--- src/rtl/ecpx_pkg.sv ---
// Package: shared encodings for the extended-mode control window.
// Assumes an 8-byte window; offsets below are decoded by the top module.
package ecpx_pkg;

    localparam int ADDR_W = 3;

    typedef enum logic [2:0] {
        MODE_COMPAT    = 3'b000,
        MODE_BYTE      = 3'b001,
        MODE_PP_FIFO   = 3'b010,
        MODE_EXT_FIFO  = 3'b011,
        MODE_ADDR_DATA = 3'b100,
        MODE_RSVD      = 3'b101,
        MODE_FIFO_TEST = 3'b110,
        MODE_CONFIG    = 3'b111
    } mode_e;

    typedef enum logic [1:0] {
        FST_SOME  = 2'b00,
        FST_EMPTY = 2'b01,
        FST_FULL  = 2'b10
    } fifo_stat_e;

    localparam logic [ADDR_W-1:0] OFS_DATA = 3'd0;
    localparam logic [ADDR_W-1:0] OFS_CFG  = 3'd1;
    localparam logic [ADDR_W-1:0] OFS_CTRL = 3'd2;

endpackage

--- src/rtl/ecpx_fifo.sv ---
// Module: ecpx_fifo
// Small circular byte FIFO with an explicit occupancy code (some/empty/full).
// Assumes push and pop are already qualified by mode; flush has priority
// over both. A pop while empty yields all ones; a push while full is dropped
// unless a pop in the same cycle frees a slot.
module ecpx_fifo
    import ecpx_pkg::*;
#(
    parameter int DEPTH = 2,
    parameter int DW    = 8
) (
    input  logic          clk,
    input  logic          rst_n,
    input  logic          flush,
    input  logic          push,
    input  logic          pop,
    input  logic [DW-1:0] wdata,
    output logic [DW-1:0] head,
    output fifo_stat_e    stat
);

    localparam int PW = (DEPTH > 1) ? $clog2(DEPTH) : 1;
    localparam logic [PW-1:0] LAST = PW'(DEPTH - 1);

    logic [DW-1:0] mem [DEPTH];
    logic [PW-1:0] wptr, rptr;
    logic [PW-1:0] wnext, rnext;
    logic          is_empty, is_full;
    logic          pop_ok, push_ok;

    // Advance a pointer, wrapping after the last slot.
    function automatic logic [PW-1:0] wrap_inc(input logic [PW-1:0] p);
        if (p == LAST) return '0;
        return p + 1'b1;
    endfunction

    // Qualify requests against the occupancy before this cycle.
    always_comb begin
        is_empty = (stat == FST_EMPTY);
        is_full  = (stat == FST_FULL);
        pop_ok   = pop && !is_empty && !flush;
        push_ok  = push && (!is_full || pop_ok) && !flush;
        wnext    = wrap_inc(wptr);
        rnext    = wrap_inc(rptr);
    end

    // Storage write; contents need no reset.
    always_ff @(posedge clk) begin
        for (int i = 0; i < DEPTH; i++) begin
            if (push_ok && (wptr == PW'(i))) mem[i] <= wdata;
        end
    end

    // Pointer and occupancy update.
    always_ff @(posedge clk) begin
        if (!rst_n || flush) begin
            wptr <= '0;
            rptr <= '0;
            stat <= FST_EMPTY;
        end else begin
            if (push_ok) wptr <= wnext;
            if (pop_ok)  rptr <= rnext;
            unique case ({push_ok, pop_ok})
                2'b10:   stat <= (wnext == rptr) ? FST_FULL : FST_SOME;
                2'b01:   stat <= (rnext == wptr) ? FST_EMPTY : FST_SOME;
                default: stat <= stat;
            endcase
        end
    end

    // Oldest byte, or all ones when nothing is stored.
    always_comb head = is_empty ? '1 : mem[rptr];

endmodule

--- src/rtl/ecpx_regs.sv ---
// Module: ecpx_regs
// Software-visible storage: mode field and spare control bits, configuration
// byte and the plain offset-0 byte used outside FIFO-test mode.
// Assumes wr_en is a qualified bus write; flags a mode change combinationally.
module ecpx_regs
    import ecpx_pkg::*;
#(
    parameter int DW = 8
) (
    input  logic              clk,
    input  logic              rst_n,
    input  logic              wr_en,
    input  logic [ADDR_W-1:0] addr,
    input  logic [DW-1:0]     wdata,
    output mode_e             mode,
    output logic [2:0]        spare,
    output logic [DW-1:0]     cfg,
    output logic [DW-1:0]     plain,
    output logic              mode_change
);

    logic ctrl_wr;

    // Detect a control write that selects a different mode.
    always_comb begin
        ctrl_wr     = wr_en && (addr == OFS_CTRL);
        mode_change = ctrl_wr && (wdata[7:5] != mode);
    end

    // Register updates for the three writable locations.
    always_ff @(posedge clk) begin
        if (!rst_n) begin
            mode  <= MODE_COMPAT;
            spare <= '0;
            cfg   <= '0;
            plain <= '0;
        end else if (wr_en) begin
            unique case (addr)
                OFS_DATA: if (mode != MODE_FIFO_TEST) plain <= wdata;
                OFS_CFG:  cfg <= wdata;
                OFS_CTRL: begin
                    mode  <= mode_e'(wdata[7:5]);
                    spare <= wdata[4:2];
                end
                default: ;
            endcase
        end
    end

endmodule

--- src/rtl/ecpx_window.sv ---
// Module: ecpx_window (top)
// Eight-byte extended control window: decodes bus accesses, routes offset 0
// to the FIFO in FIFO-test mode and to a plain byte otherwise, and builds
// the read data. Assumes one access per cycle; read data is combinational.
module ecpx_window
    import ecpx_pkg::*;
#(
    parameter int DEPTH = 2,
    parameter int DW    = 8
) (
    input  logic              clk,
    input  logic              rst_n,
    input  logic              bus_sel,
    input  logic              bus_wr,
    input  logic              bus_rd,
    input  logic [ADDR_W-1:0] bus_addr,
    input  logic [DW-1:0]     bus_wdata,
    output logic [DW-1:0]     bus_rdata
);

    mode_e         cur_mode;
    logic [2:0]    spare;
    logic [DW-1:0] cfg_q, plain_q, fifo_head;
    logic          mode_change;
    fifo_stat_e    fifo_stat;
    logic          acc_wr, acc_rd, in_test, at_data, do_push, do_pop;

    // Access decode and FIFO request qualification.
    always_comb begin
        acc_wr  = bus_sel && bus_wr;
        acc_rd  = bus_sel && bus_rd;
        in_test = (cur_mode == MODE_FIFO_TEST);
        at_data = (bus_addr == OFS_DATA);
        do_push = acc_wr && at_data && in_test;
        do_pop  = acc_rd && at_data && in_test;
    end

    ecpx_regs #(.DW(DW)) u_regs (
        .clk        (clk),
        .rst_n      (rst_n),
        .wr_en      (acc_wr),
        .addr       (bus_addr),
        .wdata      (bus_wdata),
        .mode       (cur_mode),
        .spare      (spare),
        .cfg        (cfg_q),
        .plain      (plain_q),
        .mode_change(mode_change)
    );

    ecpx_fifo #(.DEPTH(DEPTH), .DW(DW)) u_fifo (
        .clk  (clk),
        .rst_n(rst_n),
        .flush(mode_change),
        .push (do_push),
        .pop  (do_pop),
        .wdata(bus_wdata),
        .head (fifo_head),
        .stat (fifo_stat)
    );

    // Read data selection by offset.
    always_comb begin
        unique case (bus_addr)
            OFS_DATA: bus_rdata = in_test ? fifo_head : plain_q;
            OFS_CFG:  bus_rdata = cfg_q;
            OFS_CTRL: bus_rdata = {cur_mode, spare, fifo_stat};
            default:  bus_rdata = '1;
        endcase
    end

endmodule

--- config.mk ---
export PLATFORM = sky130hd
export DESIGN_NAME = ecpx_window
export DESIGN_NICKNAME = d
export VERILOG_FILES = /design/src/rtl/ecpx_pkg.sv /design/src/rtl/ecpx_fifo.sv /design/src/rtl/ecpx_regs.sv /design/src/rtl/ecpx_window.sv
export SDC_FILE = /design/constraint.sdc
export NUM_CORES = 1
export LEC_CHECK = 0
export BUFFER_PORTS_ARGS = -buffer_cell sky130_fd_sc_hd__buf_2
export CORE_MARGIN = 2
export CORE_UTILIZATION = 43
export CTS_CLUSTER_DIAMETER = 150
export DETAILED_ROUTE_END_ITERATION = 10
export GPL_ROUTABILITY_DRIVEN = 0
export HOLD_SLACK_MARGIN = 0.12
export PLACE_DENSITY = 0.72
export SETUP_SLACK_MARGIN = 0.02
export SLEW_MARGIN = 25
export SYNTH_ARGS = -nofsm -noshare
export SYNTH_HDL_FRONTEND = slang
export SYNTH_SLANG_ARGS = --single-unit
--- constraint.sdc ---
create_clock -name clk -period 2 [get_ports clk]
set_input_delay 0.1 -clock clk [delete_from_list [all_inputs] [get_ports clk]]
set_output_delay 0.1 -clock clk [all_outputs]
set_load 0.005 [all_outputs]
==> results of run 1 <==
==> cell type report <==
cell class	count	area (µm²)	share of cell area
Sequential cell	43	1020	0.434
Multi-Input combinational cell	133	923	0.392
Timing Repair Buffer	38	248	0.105
Clock buffer	7	76.3	0.0324
Tap cell	52	65.1	0.0276
Inverter	4	15.0	0.00638
Clock inverter	1	5.00	0.00213
==> cells by family after synthesis <==
family | after synthesis | share of synthesized area
muxes | 30 | 0.155
adders and majority gates | 1 | 0.00624
and+or+nand+nor | 74 | 0.190
xor gates and xnor gates | 6 | 0.0262
DFF | 43 | 0.509
AOI/OAI and AO/OA | 22 | 0.0817
buffers and inverters | 14 | 0.0324
==> flip-flops by register name, indices dropped and copies added, names as in the netlist, named ones only <==
name	cells
u_fifo.mem	16
u_fifo.stat	2
u_fifo.wptr	1
u_regs.mode	3
u_regs.cfg	8
u_fifo.rptr	1
u_regs.plain	8
u_regs.spare	3
==> final timing paths <==
kind                                                   from                           to  depth (start not counted)
worst max register to register  u_fifo.stat[1]$_SDFFE_PP0P_  u_fifo.stat[0]$_SDFFE_PP1P_                          4
worst max-delay path                               register                 bus_rdata[7]                          4
worst min register to register  u_fifo.stat[1]$_SDFFE_PP0P_  u_fifo.stat[1]$_SDFFE_PP0P_                          2
worst min-delay path                                  rst_n  u_regs.mode[0]$_SDFFE_PN0P_                          2
==> cells in the final DEF, fill, tap and decap left out, types with 5 or more instances in the layout <==
master / instances
nor2_1: 32
dfxtp_1: 27
buf_2: 23
mux2i_1: 22
nor2b_1: 22
edfxtp_1: 16
nand2_1: 11
a21oi_1: 9
mux2_2: 8
o221ai_1: 8
dlygate4sd3_1: 8
buf_4: 7
clkbuf_8: 5
==> power by group <==
part | switching [mW] | total (mW) | internal [mW]
Combinational | 0.0715 | 0.134 | 0.0620
Sequential | 0.00337 | 0.914 | 0.911
Clock | 0.282 | 0.527 | 0.245
==> layer usage <==
layer,up-vias,GRT usage,part of all wire
met5,-,0,0
met4,0,0.0629,0.016
met3,7,0.0500,0.035
met2,22,0.269,0.46
met1,678,0.236,0.49
li1,733,-,-
==> per-stage QoR <==
step | instance area (µm²) | worst slack, ns | hold WS (ns) | cells | utilization
final | 2350 | 0.251 | 0.232 | 278 | 0.533
after global routing | 2350 | 0.122 | 0.233 | 278 | 0.533
after CTS | 2350 | 0.108 | 0.228 | 278 | 0.532
after detailed placement | 2190 | 0.312 | 0.334 | 262 | 0.496
after global placement | 2190 | 0.433 | 0.338 | 262 | 0.496
after floorplan | 2010 | 0.420 | 0.199 | 190 | -
==> what timing repair did <==
item	4_1_cts	5_1_grt
gates resized for setup	0	1
setup endpoints to repair	0	8
hold buffers	8	0
endpoints found under the hold margin	17	0
setup buffers	0	0
==> results by group, run 1 <==
Run status
  • Status: finished clean

Placed design
  • HPWL Detailed: 2.90 mm
  • # port buffers: 23

Die
  • Die area: 5230 µm²
  • Core Box Area: 4410 µm²
  • IO Pins: 24
  • DIE HEIGHT: 72.3 µm
  • Initial core utilization: 0.454
  • # rows: 24
  • Die Span X: 72.3 µm

Worst setup path
  • Critical Path Slowest Stage Cell: dfxtp_1
  • Crit-path cells: mux2_2 > o221ai_1 > nand2_1 > buf_2
  • Buf/Inv on CP: 1
  • Worst setup SP type: register
  • Delay-heaviest family, CP: flip-flops
  • CP peak stage delay: 0.56 ns
  • Critical path fanouts, max: 8
  • Setup crit end kind: output port
  • Arr. time, crit path: 1.65 ns
  • Reg-to-reg slack, setup: 0.37 ns
  • Crit path required time: 1.90 ns
  • WS Path Type: register to output port

Worst hold path
  • Worst Hold Class: input pin to register

Drt
  • Initial DRC Count: 101
  • Post-DR vias/cell: 5.18
  • DR vias: 1440
  • DRC viols: 0
  • Routed wire length: 4.18 mm
  • ANT nets after route: 0
  • DR pass1 iterations: 4
  • WL/cell: 15.0 µm

Clock tree
  • Clk pin slew, worst setup/hold paths: 0.08 ns
  • Clock root cell: clkbuf_8
  • Htree depth: 2
  • Max clock buf depth: 2
  • Clk sinks: 43
  • Inserted Clock Buffers: 5
  • Worst-skew pair later-pin latency: 0.29 ns
  • CTS tree: built

Timing
  • Final TNS setup: 0 ns
  • Worst Tran Pin Value: 0.428 ns
  • Final setup fails: 0
  • Final Critical Period: 1.75 ns
  • Fmax: 572 MHz
  • Unrepaired setup endpoints after global routing: false
  • Final Slew Violations: 0
  • Setup Skew: 0.00344 ns
  • Final Hold Fails: 0
  • Crit share post-route: 0.874
  • Slew margin rel.: 0.715

Layout
  • Proportion of layout cells with a drive suffix above 1: 0.212
  • Fillers: 412
  • Area delta synth->final: 17.3%
  • Nets: 242
  • Diode count: 0

Synthesis
  • Post-synthesis register bit count: 43
  • Synth top area share: 0.269
  • Syn Std Cell Area: 2010 µm²
  • Mapped Cells: 190
  • Asr flop ratio synth: 0
  • Syn Nets: 207
  • Yosys top cell by area: dfxtp_1
  • Post-synth cell types: 29
  • Synth Flop Type: dfxtp_1
  • Synthesized area per cell: 10.6 µm²
  • Most frequent cell after synthesis: nor2_1
  • Synth top area cells: dfxtp_1 27%, edfxtp_1 24%, mux2i_1 11%
  • Post-synth top cells: 32 x nor2_1, 27 x dfxtp_1, 22 x mux2i_1, 22 x nor2b_1, 16 x edfxtp_1
  • EDFF count, synth: 16
  • Synth warnings: 0
  • Seq/Total Area, Yosys: 0.509

Pwr
  • Leakage: 0.982 nW
  • PD cells: 669 nW/µm²
  • Total power draw: 1.57 mW
  • Max rail drop VDD: 330 µV

Global route
  • First-pass GRT wire length: 6.90 mm
  • Number of global-route vias before repair: 1381
  • Overall routing resource usage: 0.175
  • Largest net degree at the start of global routing: 24
  • Initial antenna violation count: 0
  • GR Overflow Total: 0

Flow run
  • Number of max-cap violations: 0
Power figures use the tool's default switching activity.
==> run 2, diff against run 1 <==
--- a/config.mk
+++ b/config.mk
@@ -5,6 +5,7 @@
 export SDC_FILE = /design/constraint.sdc
 export NUM_CORES = 1
 export LEC_CHECK = 0
+export ABC_AREA = 1
 export BUFFER_PORTS_ARGS = -buffer_cell sky130_fd_sc_hd__buf_2
 export CORE_MARGIN = 2
 export CORE_UTILIZATION = 43
==> run 2 against run 1 <==
- fmax decreased by 1.4%
- clock-buffer cell count fell by 1
- sequential power increased by 0.7%
- die area down 1.7%
- combinational power fell by 11%
- critical path type unchanged
- global-route usage is 0.93 points higher
- largest power group unchanged
==> results by group, run 2 <==
Pwr
  • Clk pwr share: 0.343
  • Comb pwr share: 0.075
  • Pint: 1.22 mW
  • Sw power: 363 µW
  • Total power draw: 1.58 mW
  • Seq pwr share: 0.582
  • Sw Share: 0.229
  • Max rail drop VDD: 428 µV
  • PD cells: 677 nW/µm²
  • Leakage: 0.933 nW

Drt
  • Routed wire length: 4.28 mm
  • DR pass1 iterations: 4
  • Initial DRC Count: 107
  • DRC viols: 0
  • ANT nets after route: 0
  • DR vias: 1679
  • Post-DR vias/cell: 5.18
  • WL/cell: 13.2 µm

Synthesis
  • Post-synth top cells: 58 x nand2_1, 33 x nor2_1, 27 x dfxtp_1
  • Most frequent cell after synthesis: nand2_1
  • Syn Std Cell Area: 1970 µm²
  • EDFF count, synth: 16
  • Asr flop ratio synth: 0
  • Post-synth cell types: 29
  • Synth top area cells: dfxtp_1 27%, edfxtp_1 24%, nand2_1 11%
  • Mapped Cells: 233
  • Synth top area share: 0.274
  • Yosys top cell by area: dfxtp_1
  • Post-synthesis register bit count: 43
  • Synth Flop Type: dfxtp_1
  • Syn Nets: 250
  • Seq/Total Area, Yosys: 0.518
  • Synth warnings: 0
  • Synthesized area per cell: 8.45 µm²

Global route
  • GR Overflow Total: 0
  • Largest net degree at the start of global routing: 21
  • Number of global-route vias before repair: 1628
  • First-pass GRT wire length: 7.42 mm
  • Initial antenna violation count: 0
  • Overall routing resource usage: 0.184

Clock tree
  • Worst-skew pair later-pin latency: 0.29 ns
  • Clk pin slew, worst setup/hold paths: 0.08 ns
  • Clock root cell: clkbuf_8
  • Max clock buf depth: 2
  • CTS tree: built
  • Inserted Clock Buffers: 5
  • Htree depth: 2
  • Clk sinks: 43

Timing
  • Worst Tran Pin Value: 0.696 ns
  • Final setup fails: 0
  • Hold Worst Slack: 0.210 ns
  • Final Hold Fails: 0
  • Crit share post-route: 0.886
  • Final WS setup: 0.227 ns
  • Fmax: 564 MHz
  • Slew margin rel.: 0.536
  • Final TNS setup: 0 ns
  • Unrepaired setup endpoints after global routing: false
  • Final Slew Violations: 0
  • Setup Skew: 0.00548 ns
  • Final Critical Period: 1.77 ns

Worst setup path
  • Delay-heaviest family, CP: simple AND/OR/NAND/NOR gates
  • Buf/Inv on CP: 2
  • WS Path Type: register to output port
  • Crit path required time: 1.90 ns
  • Crit-path cells: nand2_2 > nor2_8 > buf_12 > nand4_1 > o211ai_1 > nand4_1 > buf_2
  • CP peak stage delay: 0.44 ns
  • Worst setup SP type: register
  • Critical Path Slowest Stage Cell: dfxtp_1
  • Setup crit end kind: output port
  • Critical path fanouts, max: 13
  • Most used cell along the critical path: nand4_1
  • Arr. time, crit path: 1.67 ns

Die
  • # rows: 24
  • Die Span X: 71.7 µm
  • IO Pins: 24
  • Initial core utilization: 0.449
  • Core Box Area: 4380 µm²
  • DIE HEIGHT: 71.7 µm
  • Die area: 5140 µm²

Placed design
  • Post-placement cell area: 2120 µm²
  • Placed cell count: 304
  • HPWL Detailed: 3.16 mm
  • # port buffers: 23
  • Post-placement setup slack: 0.165 ns

Flow run
  • Number of max-cap violations: 0

Layout
  • Max FFs per register: 16
  • Most frequent cells in the layout: 58 x nand2_1, 33 x nor2_1, 27 x dfxtp_1, 23 x buf_2
  • Fin area: 2340 µm²
  • Finished Layout Cells: 324
  • Nets: 288
  • Fillers: 397
  • Diode count: 0
  • Largest regs: u_fifo.mem: 16 flops, u_regs.cfg: 8 flops, u_regs.plain: 8 flops
  • Most flops, register: u_fifo.mem
  • Proportion of layout cells with a drive suffix above 1: 0.180
  • Area delta synth->final: 18.6%
  • Most common cell after layout, fill and taps aside: nand2_1
  • Final core utilization: 0.533

Worst hold path
  • Worst Hold Class: input pin to register

Run status
  • Status: finished clean
-- run 2: cell types whose count changed after synthesis, moves of 6 or more --
cell / previous run / this run
nand2_1: 11 / 58
mux2i_1: 22 / 0
nor2b_1: 22 / 0
o21ai_0: 0 / 16
nand4_1: 0 / 15
inv_1: 4 / 15
mux2_2: 8 / 0
o211ai_1: 0 / 8
o221ai_1: 8 / 0
a21oi_1: 9 / 15
-- run 2: area by class of cell --
type / count / area [µm²] / area share
Timing Repair Buffer: 37 / 253 / 0.108
Clock buffer: 6 / 76.3 / 0.0327
Sequential cell: 43 / 1020 / 0.437
Tap cell: 52 / 65.1 / 0.0279
Inverter: 17 / 68.8 / 0.0295
Clock inverter: 2 / 12.5 / 0.00536
Multi-Input combinational cell: 167 / 840 / 0.359
-- run 2: final timing paths --
check / startpoint / to / slack [ns] / cells past startpoint
worst max-delay path: u_regs.mode[2]$_SDFFE_PN0P_ / bus_rdata[4] / 0.23 / 7
worst min-delay path: rst_n / u_regs.cfg[2]$_SDFFE_PN0P_ / 0.21 / 3
worst max register to register: u_regs.mode[2]$_SDFFE_PN0P_ / u_fifo.stat[1]$_SDFFE_PP0P_ / 0.27 / 9
worst min register to register: u_regs.spare[1]$_SDFFE_PN0P_ / u_regs.spare[1]$_SDFFE_PN0P_ / 0.47 / 2
-- run 2: logic make-up after synthesis --
| logic type | count (synthesis) | share of synthesized area |
|---|---|---|
| flops | 43 | 0.518 |
| compound gates | 42 | 0.119 |
| fa+ha+maj | 1 | 0.00635 |
| buf+inv | 23 | 0.0553 |
| simple gates | 121 | 0.288 |
| xor+xnor | 3 | 0.0133 |
-- run 2: metal layers --
metal  global-route usage  routed length, µm
met2                0.312               2120
met1                0.235               1920
met4               0.0629                 44
met5                    0                  0
met3               0.0380                190
-- run 2: power groups by stage --
stage	Clock [mW]	Sequential (mW)	Combinational, mW
floorplan	0	0.939	0.0552
global placement	0	0.939	0.106
detailed placement	0	0.940	0.107
CTS	0.559	0.919	0.119
global route	0.600	0.920	0.133
finish	0.542	0.920	0.119
-- run 2: repair_timing --
item / 4_1_cts / 5_1_grt
hold endpoints to repair: 28 / 0
setup buffers: 0 / 4
gates resized for setup: 0 / 0
hold buffers: 8 / 0
endpoints found under the setup margin: 0 / 1
-- run 2: worst min-delay path, delay by kind of cell --
kind                   cells  cell delay, ns
AO/OA/AOI/OAI              1            0.11
AND/OR/NAND/NOR            1            0.05
buffers and inverters      1            0.20
